--- config.mk ---
export PLATFORM = sky130hd
export DESIGN_NAME = port_status_reg
export DESIGN_NICKNAME = d
export VERILOG_FILES = /design/src/rtl/port_status_pkg.sv /design/src/rtl/link_state_ctl.sv /design/src/rtl/change_flags.sv /design/src/rtl/port_status_reg.sv
export SDC_FILE = /design/constraint.sdc
export NUM_CORES = 1
export LEC_CHECK = 0
export BUFFER_PORTS_ARGS = -buffer_cell sky130_fd_sc_hd__buf_2
export CORE_AREA = 2 2 51 53
export CTS_CLUSTER_SIZE = 25
export DETAILED_ROUTE_END_ITERATION = 10
export DIE_AREA = 0 0 53 55
export PLACE_DENSITY = 0.85
export SLEW_MARGIN = 20
export SYNTH_ARGS = -nofsm -noshare
export SYNTH_HDL_FRONTEND = slang
export SYNTH_SLANG_ARGS = --single-unit
export TNS_END_PERCENT = 5
--- constraint.sdc ---
create_clock -name clk -period 3.04 [get_ports clk]
set_input_delay 0.304 -clock clk [delete_from_list [all_inputs] [get_ports clk]]
set_output_delay 0.304 -clock clk [all_outputs]
set_load 0.02 [all_outputs]
--- src/rtl/port_status_pkg.sv ---
package port_status_pkg;
  localparam int DATA_W   = 32;
  localparam int PLS_W    = 4;
  localparam int PLS_LSB  = 5;
  localparam int PR_BIT   = 4;
  localparam int PP_BIT   = 9;
  localparam int LWS_BIT  = 16;
  localparam int NFLAGS   = 7;
  localparam int FLAG_LSB = 17;
  localparam int PLC_IDX  = 5;
  localparam int WEN_W    = 3;
  localparam int WEN_LSB  = 25;

  localparam logic [PLS_W-1:0] LS_U0 = 4'd0;
  localparam logic [PLS_W-1:0] LS_U3 = 4'd3;

  // A requested link state is taken only on a real entry into U0 or an upward step into U3.
  function automatic logic ls_accept(input logic [PLS_W-1:0] cur, input logic [PLS_W-1:0] req);
    return ((req == LS_U0) && (cur != LS_U0)) || ((req == LS_U3) && (cur < LS_U3));
  endfunction

  // A change is new when some requested flag is not already set.
  function automatic logic fresh_change(input logic [NFLAGS-1:0] req, input logic [NFLAGS-1:0] cur);
    return |(req & ~cur);
  endfunction
endpackage

--- src/rtl/link_state_ctl.sv ---
module link_state_ctl
  import port_status_pkg::*;
#(
  parameter logic [PLS_W-1:0] RESET_LS = 4'd5
) (
  input  logic             clk,
  input  logic             rst_n,
  input  logic             wr_apply,
  input  logic             strobe,
  input  logic [PLS_W-1:0] req_ls,
  output logic [PLS_W-1:0] ls_q,
  output logic             ls_change
);
  logic accept;

  always_comb begin
    accept    = wr_apply && strobe && ls_accept(ls_q, req_ls);
    ls_change = accept && (req_ls == LS_U0);
  end

  always_ff @(posedge clk) begin
    if (!rst_n)      ls_q <= RESET_LS;
    else if (accept) ls_q <= req_ls;
  end

  p_ls_hold_r3: assert property (@(posedge clk) disable iff (!rst_n)
    (!(wr_apply && strobe)) |=> $stable(ls_q));
  p_u0_entry_r4: assert property (@(posedge clk) disable iff (!rst_n)
    (wr_apply && strobe && req_ls == LS_U0 && ls_q != LS_U0) |=> (ls_q == LS_U0));
  p_u3_refuse_r5: assert property (@(posedge clk) disable iff (!rst_n)
    (wr_apply && req_ls == LS_U3 && ls_q >= LS_U3) |=> $stable(ls_q));
  p_other_refuse_r6: assert property (@(posedge clk) disable iff (!rst_n)
    (wr_apply && req_ls != LS_U0 && req_ls != LS_U3) |=> $stable(ls_q));
endmodule

--- src/rtl/change_flags.sv ---
module change_flags
  import port_status_pkg::*;
(
  input  logic              clk,
  input  logic              rst_n,
  input  logic [NFLAGS-1:0] sw_clr,
  input  logic [NFLAGS-1:0] set_req,
  output logic [NFLAGS-1:0] flags_q,
  output logic              notify
);
  logic [NFLAGS-1:0] kept;
  logic [NFLAGS-1:0] flags_d;

  always_comb begin
    kept    = flags_q & ~sw_clr;
    flags_d = kept | set_req;
    notify  = fresh_change(set_req, kept);
  end

  always_ff @(posedge clk) begin
    if (!rst_n) flags_q <= '0;
    else        flags_q <= flags_d;
  end

  p_set_wins_r8: assert property (@(posedge clk) disable iff (!rst_n)
    (set_req != '0) |=> ((flags_q & $past(set_req)) == $past(set_req)));
  p_clear_keep_r2: assert property (@(posedge clk) disable iff (!rst_n)
    (set_req == '0) |=> (flags_q == ($past(flags_q) & ~$past(sw_clr))));
endmodule

--- src/rtl/port_status_reg.sv ---
module port_status_reg
  import port_status_pkg::*;
#(
  parameter logic [PLS_W-1:0] RESET_LS = 4'd5
) (
  input  logic              clk,
  input  logic              rst_n,
  input  logic              wr_en,
  input  logic [DATA_W-1:0] wr_data,
  input  logic [NFLAGS-1:0] hw_set,
  input  logic              run,
  output logic [DATA_W-1:0] rd_data,
  output logic              reset_req,
  output logic              event_req
);
  logic              rst_write;
  logic              plain_write;
  logic [NFLAGS-1:0] sw_clr;
  logic [NFLAGS-1:0] set_req;
  logic [PLS_W-1:0]  ls_q;
  logic              ls_change;
  logic [NFLAGS-1:0] flags_q;
  logic              notify;
  logic              notify_q;
  logic              pp_q;
  logic [WEN_W-1:0]  wen_q;
  logic              unused_wr;

  assign rst_write   = wr_en && wr_data[PR_BIT];
  assign plain_write = wr_en && !wr_data[PR_BIT];
  assign sw_clr      = plain_write ? wr_data[FLAG_LSB +: NFLAGS] : '0;
  assign unused_wr   = ^{wr_data[DATA_W-1:WEN_LSB+WEN_W], wr_data[WEN_LSB-1:FLAG_LSB+NFLAGS],
                         wr_data[LWS_BIT-1:PP_BIT+1], wr_data[PR_BIT-1:0]};

  always_comb begin
    set_req          = hw_set;
    set_req[PLC_IDX] = hw_set[PLC_IDX] | ls_change;
  end

  link_state_ctl #(.RESET_LS(RESET_LS)) u_ls (
    .clk       (clk),
    .rst_n     (rst_n),
    .wr_apply  (plain_write),
    .strobe    (wr_data[LWS_BIT]),
    .req_ls    (wr_data[PLS_LSB +: PLS_W]),
    .ls_q      (ls_q),
    .ls_change (ls_change)
  );

  change_flags u_flags (
    .clk     (clk),
    .rst_n   (rst_n),
    .sw_clr  (sw_clr),
    .set_req (set_req),
    .flags_q (flags_q),
    .notify  (notify)
  );

  always_ff @(posedge clk) begin
    if (!rst_n) begin
      pp_q      <= 1'b0;
      wen_q     <= '0;
      reset_req <= 1'b0;
      notify_q  <= 1'b0;
      event_req <= 1'b0;
    end else begin
      if (plain_write) begin
        pp_q  <= wr_data[PP_BIT];
        wen_q <= wr_data[WEN_LSB +: WEN_W];
      end
      reset_req <= rst_write;
      notify_q  <= notify && run;
      event_req <= notify_q;
    end
  end

  always_comb begin
    rd_data                       = '0;
    rd_data[PLS_LSB +: PLS_W]     = ls_q;
    rd_data[PP_BIT]               = pp_q;
    rd_data[FLAG_LSB +: NFLAGS]   = flags_q;
    rd_data[WEN_LSB +: WEN_W]     = wen_q;
  end

  p_reset_pulse_r1: assert property (@(posedge clk) disable iff (!rst_n)
    rst_write |=> reset_req);
  p_reset_freeze_r1: assert property (@(posedge clk) disable iff (!rst_n)
    rst_write |=> ($stable(ls_q) && $stable(pp_q) && $stable(wen_q)));
  p_rw_bits_r7: assert property (@(posedge clk) disable iff (!rst_n)
    plain_write |=> (pp_q == $past(wr_data[PP_BIT]) && wen_q == $past(wr_data[WEN_LSB +: WEN_W])));
  p_plc_on_u0_r4: assert property (@(posedge clk) disable iff (!rst_n)
    ls_change |=> flags_q[PLC_IDX]);
  p_stopped_quiet_r10: assert property (@(posedge clk) disable iff (!rst_n)
    !run |=> ##1 !event_req);
  p_event_cause_r9: assert property (@(posedge clk) disable iff (!rst_n)
    !notify |=> ##1 !event_req);
  p_no_spurious_rst_r1: assert property (@(posedge clk) disable iff (!rst_n)
    !rst_write |=> !reset_req);
endmodule

* After elaboration in Yosys (flattened, before gate mapping)
Cells that the tools add are included.
W data, S select, Z words.
** Word-level totals
- Bits of input ports :: 43
- Output and inout bits :: 34
- Word-level logic and storage cells :: 29
- Register bits :: 18
** Operators by class
- Order comparisons :: 1
- Mux-type cells :: 1
- Equality and inequality tests :: 1
- Bitwise operators :: 6
- Reductions and logical operators :: 13
** Operators by type and width (number)
- $and A7 B7 Y7 :: 2
- $not A7 Y7 :: 2
- $logic_and A1 B1 Y1 :: 8
- $mux W7 :: 1
- $or A7 B7 Y7 :: 1
- $reduce_or A7 Y1 :: 1
- $eq A4 B2 Y1 const B :: 1
- $logic_not A4 Y1 :: 1
- $lt A4 B2 Y1 const B :: 1
- $reduce_bool A4 Y1 :: 1
- $logic_not A1 Y1 :: 1
- $logic_or A1 B1 Y1 :: 1
- $or A1 B1 Y1 :: 1

* Depth between registers and ports, before layout
- Depth after elaboration :: 9
- Gate-level depth with buffers :: 6

* Hierarchy
Synthesis repeated with hierarchy kept, for this count alone.
** Unflattened totals
- Cell total of the unflattened synthesis :: 107
- Area total of the unflattened synthesis :: 972.2 um2
** Modules (own cells, without submodules)
- port_status_reg :: sequential area each 140.1 um2, area an instance 457.9 um2, instances 1, cells each 52
- change_flags :: sequential area each 140.1 um2, area an instance 299.0 um2, instances 1, cells each 31
- link_state_ctl :: sequential area each 80.1 um2, area an instance 215.2 um2, instances 1, cells each 24

* Worst setup path before layout
OpenSTA, ideal clock, no wires.
- Kind :: register to register
- Start point :: register u_ls.ls_q[2]
- End point :: register u_ls.ls_q[1]
- Buffers on the path :: 0
- Cell stages (with the launch flop) :: 6
- Setup time :: 0.116 ns
- Arrival :: 1.236 ns
- Period minus slack after synthesis :: 1.353 ns
- Setup slack :: 1.687 ns
- Path through :: dfxtp_1 > nor4_1 > nand4_1 > a21oi_2 > mux2i_1 > nor2b_1
** On the way
- Cells in the longest elaborated chain, start to end :: 4
** RTL lines
- start: declaration :: line link_state_ctl.sv:11 : output logic [PLS_W-1:0] ls_q,
- start signal: assignment :: line link_state_ctl.sv:23 : else if (accept) ls_q <= req_ls;
- $lt A4 B2 Y1 / $reduce_bool A4 Y1 (equally long branches) :: line port_status_pkg.sv:19 : return ((req == LS_U0) && (cur != LS_U0)) || ((req == LS_U3) && (cur < LS_U3));
- $logic_and A1 B1 Y1 :: line port_status_pkg.sv:19
- $logic_or A1 B1 Y1 (*) :: line port_status_pkg.sv:19
- $logic_and A1 B1 Y1 (*) :: line link_state_ctl.sv:17 : accept = wr_apply && strobe && ls_accept(ls_q, req_ls);
Every way passes the cells marked *; elsewhere a longest branch is shown, timed or not.
A chain may end at the register's enable or synchronous reset.

* Worst setup path in the final report
Ends and elaborated chain as after synthesis.

==> results.md <==
- In the final routed layout, each cell accounts on average for approximately 10 microns.
- The worst path needs around 1.4 ns of the cycle, external delays included.
- The number of ports placed on the die boundary is between 70 and 80.
- The synthesized design spends more area on one cell type than any other, namely sky130_fd_sc_hd__dfxtp_1.
- The wire length of the first global-routing pass is 2835 microns.
- Per report_power, the sequential group accounts for 54.8% of the total.
- Of the available clock period, the critical path in the final layout requires 46.40%.
- After the first detailed-routing iteration, the DRC count stood at 12.
- The largest net degree at the start of global routing is 19.
- The placer congestion estimate is approximately 0.7.
- Setup repair after global routing left no endpoint under its margin.
- At the worst endpoint, the required time is between 3 and 4 ns.
- STA puts the critical path data arrival time at 1.59 ns.
- The minimum setup slack among reg-to-reg paths is approximately 1.6 ns.
- By startpoint and endpoint, the worst setup path is classified as flop to flop.
- The final cell count without fillers is 180.
- The capture point of the worst reg-to-reg path is u_ls.ls_q[1].
- The initial standard-cell utilization of the core is approximately 38%.
- The origin of the worst setup path is u_ls.ls_q[2].
- The die covers ~2900 sq um.
- The largest single stage delay on the critical path is approximately 0.36 ns.
- The quantity of gates resized following cts is 0.
- The clock network is responsible for between 20% and 30% of the overall power.
- The most used flip-flop cell after synthesis is sky130_fd_sc_hd__dfxtp_1.
- The CTS tree is built.
- The via count of the first global-routing pass was 711.
- The number of standard cells after synthesis is about 110.
- The worst clock skew is around 0.0026 ns.
- The total wire length after detailed routing is between 1500 and 2000 microns.
- The final layout contains slightly below 200 nets.
- During placement, the flow inserted port buffers numbering 44.
- The proportion of synthesized chip area in sequential cells is between 40% and 50%.
- The max-slew violation count was 0.
- Global routing used 24.79% of the available met2 tracks.
- The type of origin of the critical path is a flop.
- The switching share of total power is 28.90%.
- In this run the core area contains 18 standard-cell rows.
- The number of cell instances on the worst register-to-register path is 5.
- For this design the ratio of total power to cell area is 420.1 nW/um^2.
- Using the TritonRoute via totals, the vias-per-cell ratio works out to 4.467.
- IR analysis of the VDD net gives a maximum drop of 209.7 uV.
- Internal power comes to about 0.33 mW.
- The global routing's busiest layer is met2.
- For hold timing, the worst endpoint is u_flags.flags_q[1].
- Among cell families on the critical path, the largest total delay comes from simple AND/OR/NAND/NOR gates.
- The summed instance area of the synthesized netlist is 893.4 sq um.
- In this run the remaining antenna-violating nets after routing total 0.
- Setup violations remaining at the end of the flow were counted as 0.
- The number of warnings printed during yosys synthesis is 0.
- The number of antenna violations at the first check in global routing is 0.
- The worst register-to-register path begins at u_ls.ls_q[2].
- In this run the mean area of a mapped cell was about 8.4 sq um.
- The die extent in y is around 55 microns.
- The total buffers and inverters traversed by the critical path is 0.
- The level count of the clock H-tree is 1.
- The final hold slack is 0.2397 ns.
- The distinct cell type count after synthesis is 28.
- The worst setup path is captured at a flop.
- From left edge to right edge, the die measures ~53 microns.
- Once detailed placement completed, the half-perimeter wirelength came to 1454 microns.
- The number of buffers added to fix hold violations after cts is 0.
- Global routing used a little over an eighth of the available tracks.
- In this run the power spent charging and discharging nets is between 0.1 and 0.15 mW.
- The synthesized design contains 0 enable-type register cells.
- After clock tree synthesis, the clock-pin slew on the worst setup and hold paths is approximately 0.09 ns.
- The worst hold path belongs to the class primary input to flop.
- The later pin in the worst-skew pair is clocked with a latency of ~0.28 ns.
- In the final layout, the multi-input gates occupy ~430 sq um.
- The repair_antennas step left the layout with diodes totalling 0.
- Setup total negative slack on the finished layout was measured at 0 ns.
- The top cell type by area accounts for roughly two fifths of the synthesized area.
- The number of setup buffers added after CTS is 0.
- In this run the worst path has a maximum fanout of 4.
- In this run the static leakage power is about 0.54 nW.
- The launch instance of the worst min-delay path is hw_set[1].
- The area growth from synthesis to layout is 22.83%.
- Along the worst hold path, the cell count comes to 2.
- No sink is reached through more buffers than the 2 on the longest clock path.
- The hold violation total from the final report is 0.
- The global routing met3 resource utilization is under 10%.
- The via count of the routed design is between 800 and 900.
- The DRC violation count after routing is 0.
- The clock sink count is 18.
- The global-route track usage on met1 is 14.05%.
- Traced cell by cell, the critical path runs through nor4_1 > nand4_1 > a21oi_2 > mux2i_1 > nor2b_1.
- Including well taps, the total number of placed cells is ~180.
- The library cell contributing the largest single delay on the critical path is sky130_fd_sc_hd__dfxtp_1.
- The synthesis-stage register bit count is 18.
- The run finished with clean final reports.
- After global routing the overflow that remains totals 0.
- Buffers inserted during clock tree synthesis total 3.
- The fraction of final layout cells sized beyond drive strength 1 is a little over a third.
- By area the synthesized netlist is led by sky130_fd_sc_hd__dfxtp_1 (40%), sky130_fd_sc_hd__buf_4 (15%), sky130_fd_sc_hd__nand2_1 (7.6%).
- The library cell used as clock root buffer is sky130_fd_sc_hd__clkbuf_4.
- The total iterations of the first detailed-routing run is 5.
- The count of filler cells inserted in the layout is roughly 290.
- Of all flip-flops after synthesis, the portion carrying an async set or reset was 0%.
- The upper clock frequency limit is approximately 0.71 GHz.
- Combinational cells account for 20.8% of the total power.
- Registers take about 360 sq um.
- Max-cap violations in this run came to 0.
- The area of the core is between 2000 and 2500 sq um.
flip-flops by register name (all words and copies together) (netlist names):
register	cells
wen_q	3
u_ls.ls_q	4
pp_q	1
reset_req	1
event_req	1
notify_q	1
u_flags.flags_q	7
cells in the mapped netlist, types with 2 or more instances:
master and number:
sky130_fd_sc_hd__buf_4 18, sky130_fd_sc_hd__dfxtp_1 18, sky130_fd_sc_hd__nand2_1 18, sky130_fd_sc_hd__a21boi_0 6, sky130_fd_sc_hd__nor2b_1 6, sky130_fd_sc_hd__a21oi_1 5, sky130_fd_sc_hd__inv_1 5, sky130_fd_sc_hd__nand2b_1 3
sky130_fd_sc_hd__nor2_1 3, sky130_fd_sc_hd__o21ai_1 3, sky130_fd_sc_hd__a22oi_1 2, sky130_fd_sc_hd__o21a_1 2, sky130_fd_sc_hd__o22ai_1 2
metal layers:
layer | routed length, microns | vias to the layer above
met2 | 861 | 41
li1 | - | 409
met4 | 11 | 0
met1 | 771 | 352
met3 | 164 | 2
met5 | 0 | -
cell families (layout without fill, tap and decap cells):
| group | after synthesis | after routing | synth area share (%) |
|---|---|---|---|
| and+or+nand+nor | 37 | 37 | 21.01 |
| buffers and inverters | 25 | 53 | 18.21 |
| AOI/OAI and AO/OA | 24 | 24 | 18.91 |
| DFF | 18 | 18 | 40.34 |
| other | 1 | 17 | 0.4198 |
| muxes | 1 | 1 | 1.120 |
worst max path at each step:
stage                              end  cells past startpoint
after floorplan           u_ls.ls_q[1]                      5
after global placement        notify_q                      6
after detailed placement  u_ls.ls_q[1]                      6
after CTS                 u_ls.ls_q[1]                      5
after global routing      u_ls.ls_q[1]                      5
final                     u_ls.ls_q[1]                      5
power groups by stage:
stage	Sequential (mW)	Combinational, mW	Clock (mW)
after floorplan	0.270	0.0636	0
after global placement	0.258	0.0953	0
after detailed placement	0.258	0.0966	0
after CTS	0.253	0.0968	0.119
after global routing	0.254	0.107	0.128
final	0.252	0.0959	0.113
layout by cell type (no fill, tap or decap):
cell type and instances:
sky130_fd_sc_hd__nor3_1 1, sky130_fd_sc_hd__o41ai_2 1, sky130_fd_sc_hd__and3_1 1, sky130_fd_sc_hd__nand4_1 1, sky130_fd_sc_hd__clkbuf_4 3, sky130_fd_sc_hd__and2_1 1
sky130_fd_sc_hd__nand2_1 18, sky130_fd_sc_hd__nor2b_1 6, sky130_fd_sc_hd__dfxtp_1 18, sky130_fd_sc_hd__a41oi_1 1, sky130_fd_sc_hd__nand2b_1 3, sky130_fd_sc_hd__a21oi_1 5
sky130_fd_sc_hd__conb_1 17, sky130_fd_sc_hd__nor4_1 1, sky130_fd_sc_hd__o21ai_1 3, sky130_fd_sc_hd__a21oi_2 1, sky130_fd_sc_hd__buf_4 1, sky130_fd_sc_hd__a21boi_0 6
sky130_fd_sc_hd__inv_1 5, sky130_fd_sc_hd__a22oi_1 2, sky130_fd_sc_hd__o21a_1 2, sky130_fd_sc_hd__buf_2 44, sky130_fd_sc_hd__mux2i_1 1, sky130_fd_sc_hd__nor3_2 1
sky130_fd_sc_hd__o22ai_1 2, sky130_fd_sc_hd__nor2_1 3, sky130_fd_sc_hd__a21boi_1 1, sky130_fd_sc_hd__nor4_2 1
layout make-up:
cell class	instances	share of cell area [%]
clock buffers	3	2.052
inverters	5	1.710
multi-input cells	79	39.22
flip-flops and latches	18	32.84
well taps	30	3.421
repair buffers	45	20.75
metrics by stage:
stage	setup WS [ns]	util (%)	power, mW	area (sq um)
global placement	1.547	45.45	0.3528	1075
finish	1.629	46.40	0.4610	1097
global route	1.503	46.40	0.4888	1097
floorplan	1.687	-	0.3336	953.4
detailed placement	1.537	45.45	0.3545	1075
CTS	1.610	46.40	0.4680	1097
No activity file was read; power rests on OpenSTA's default activity.
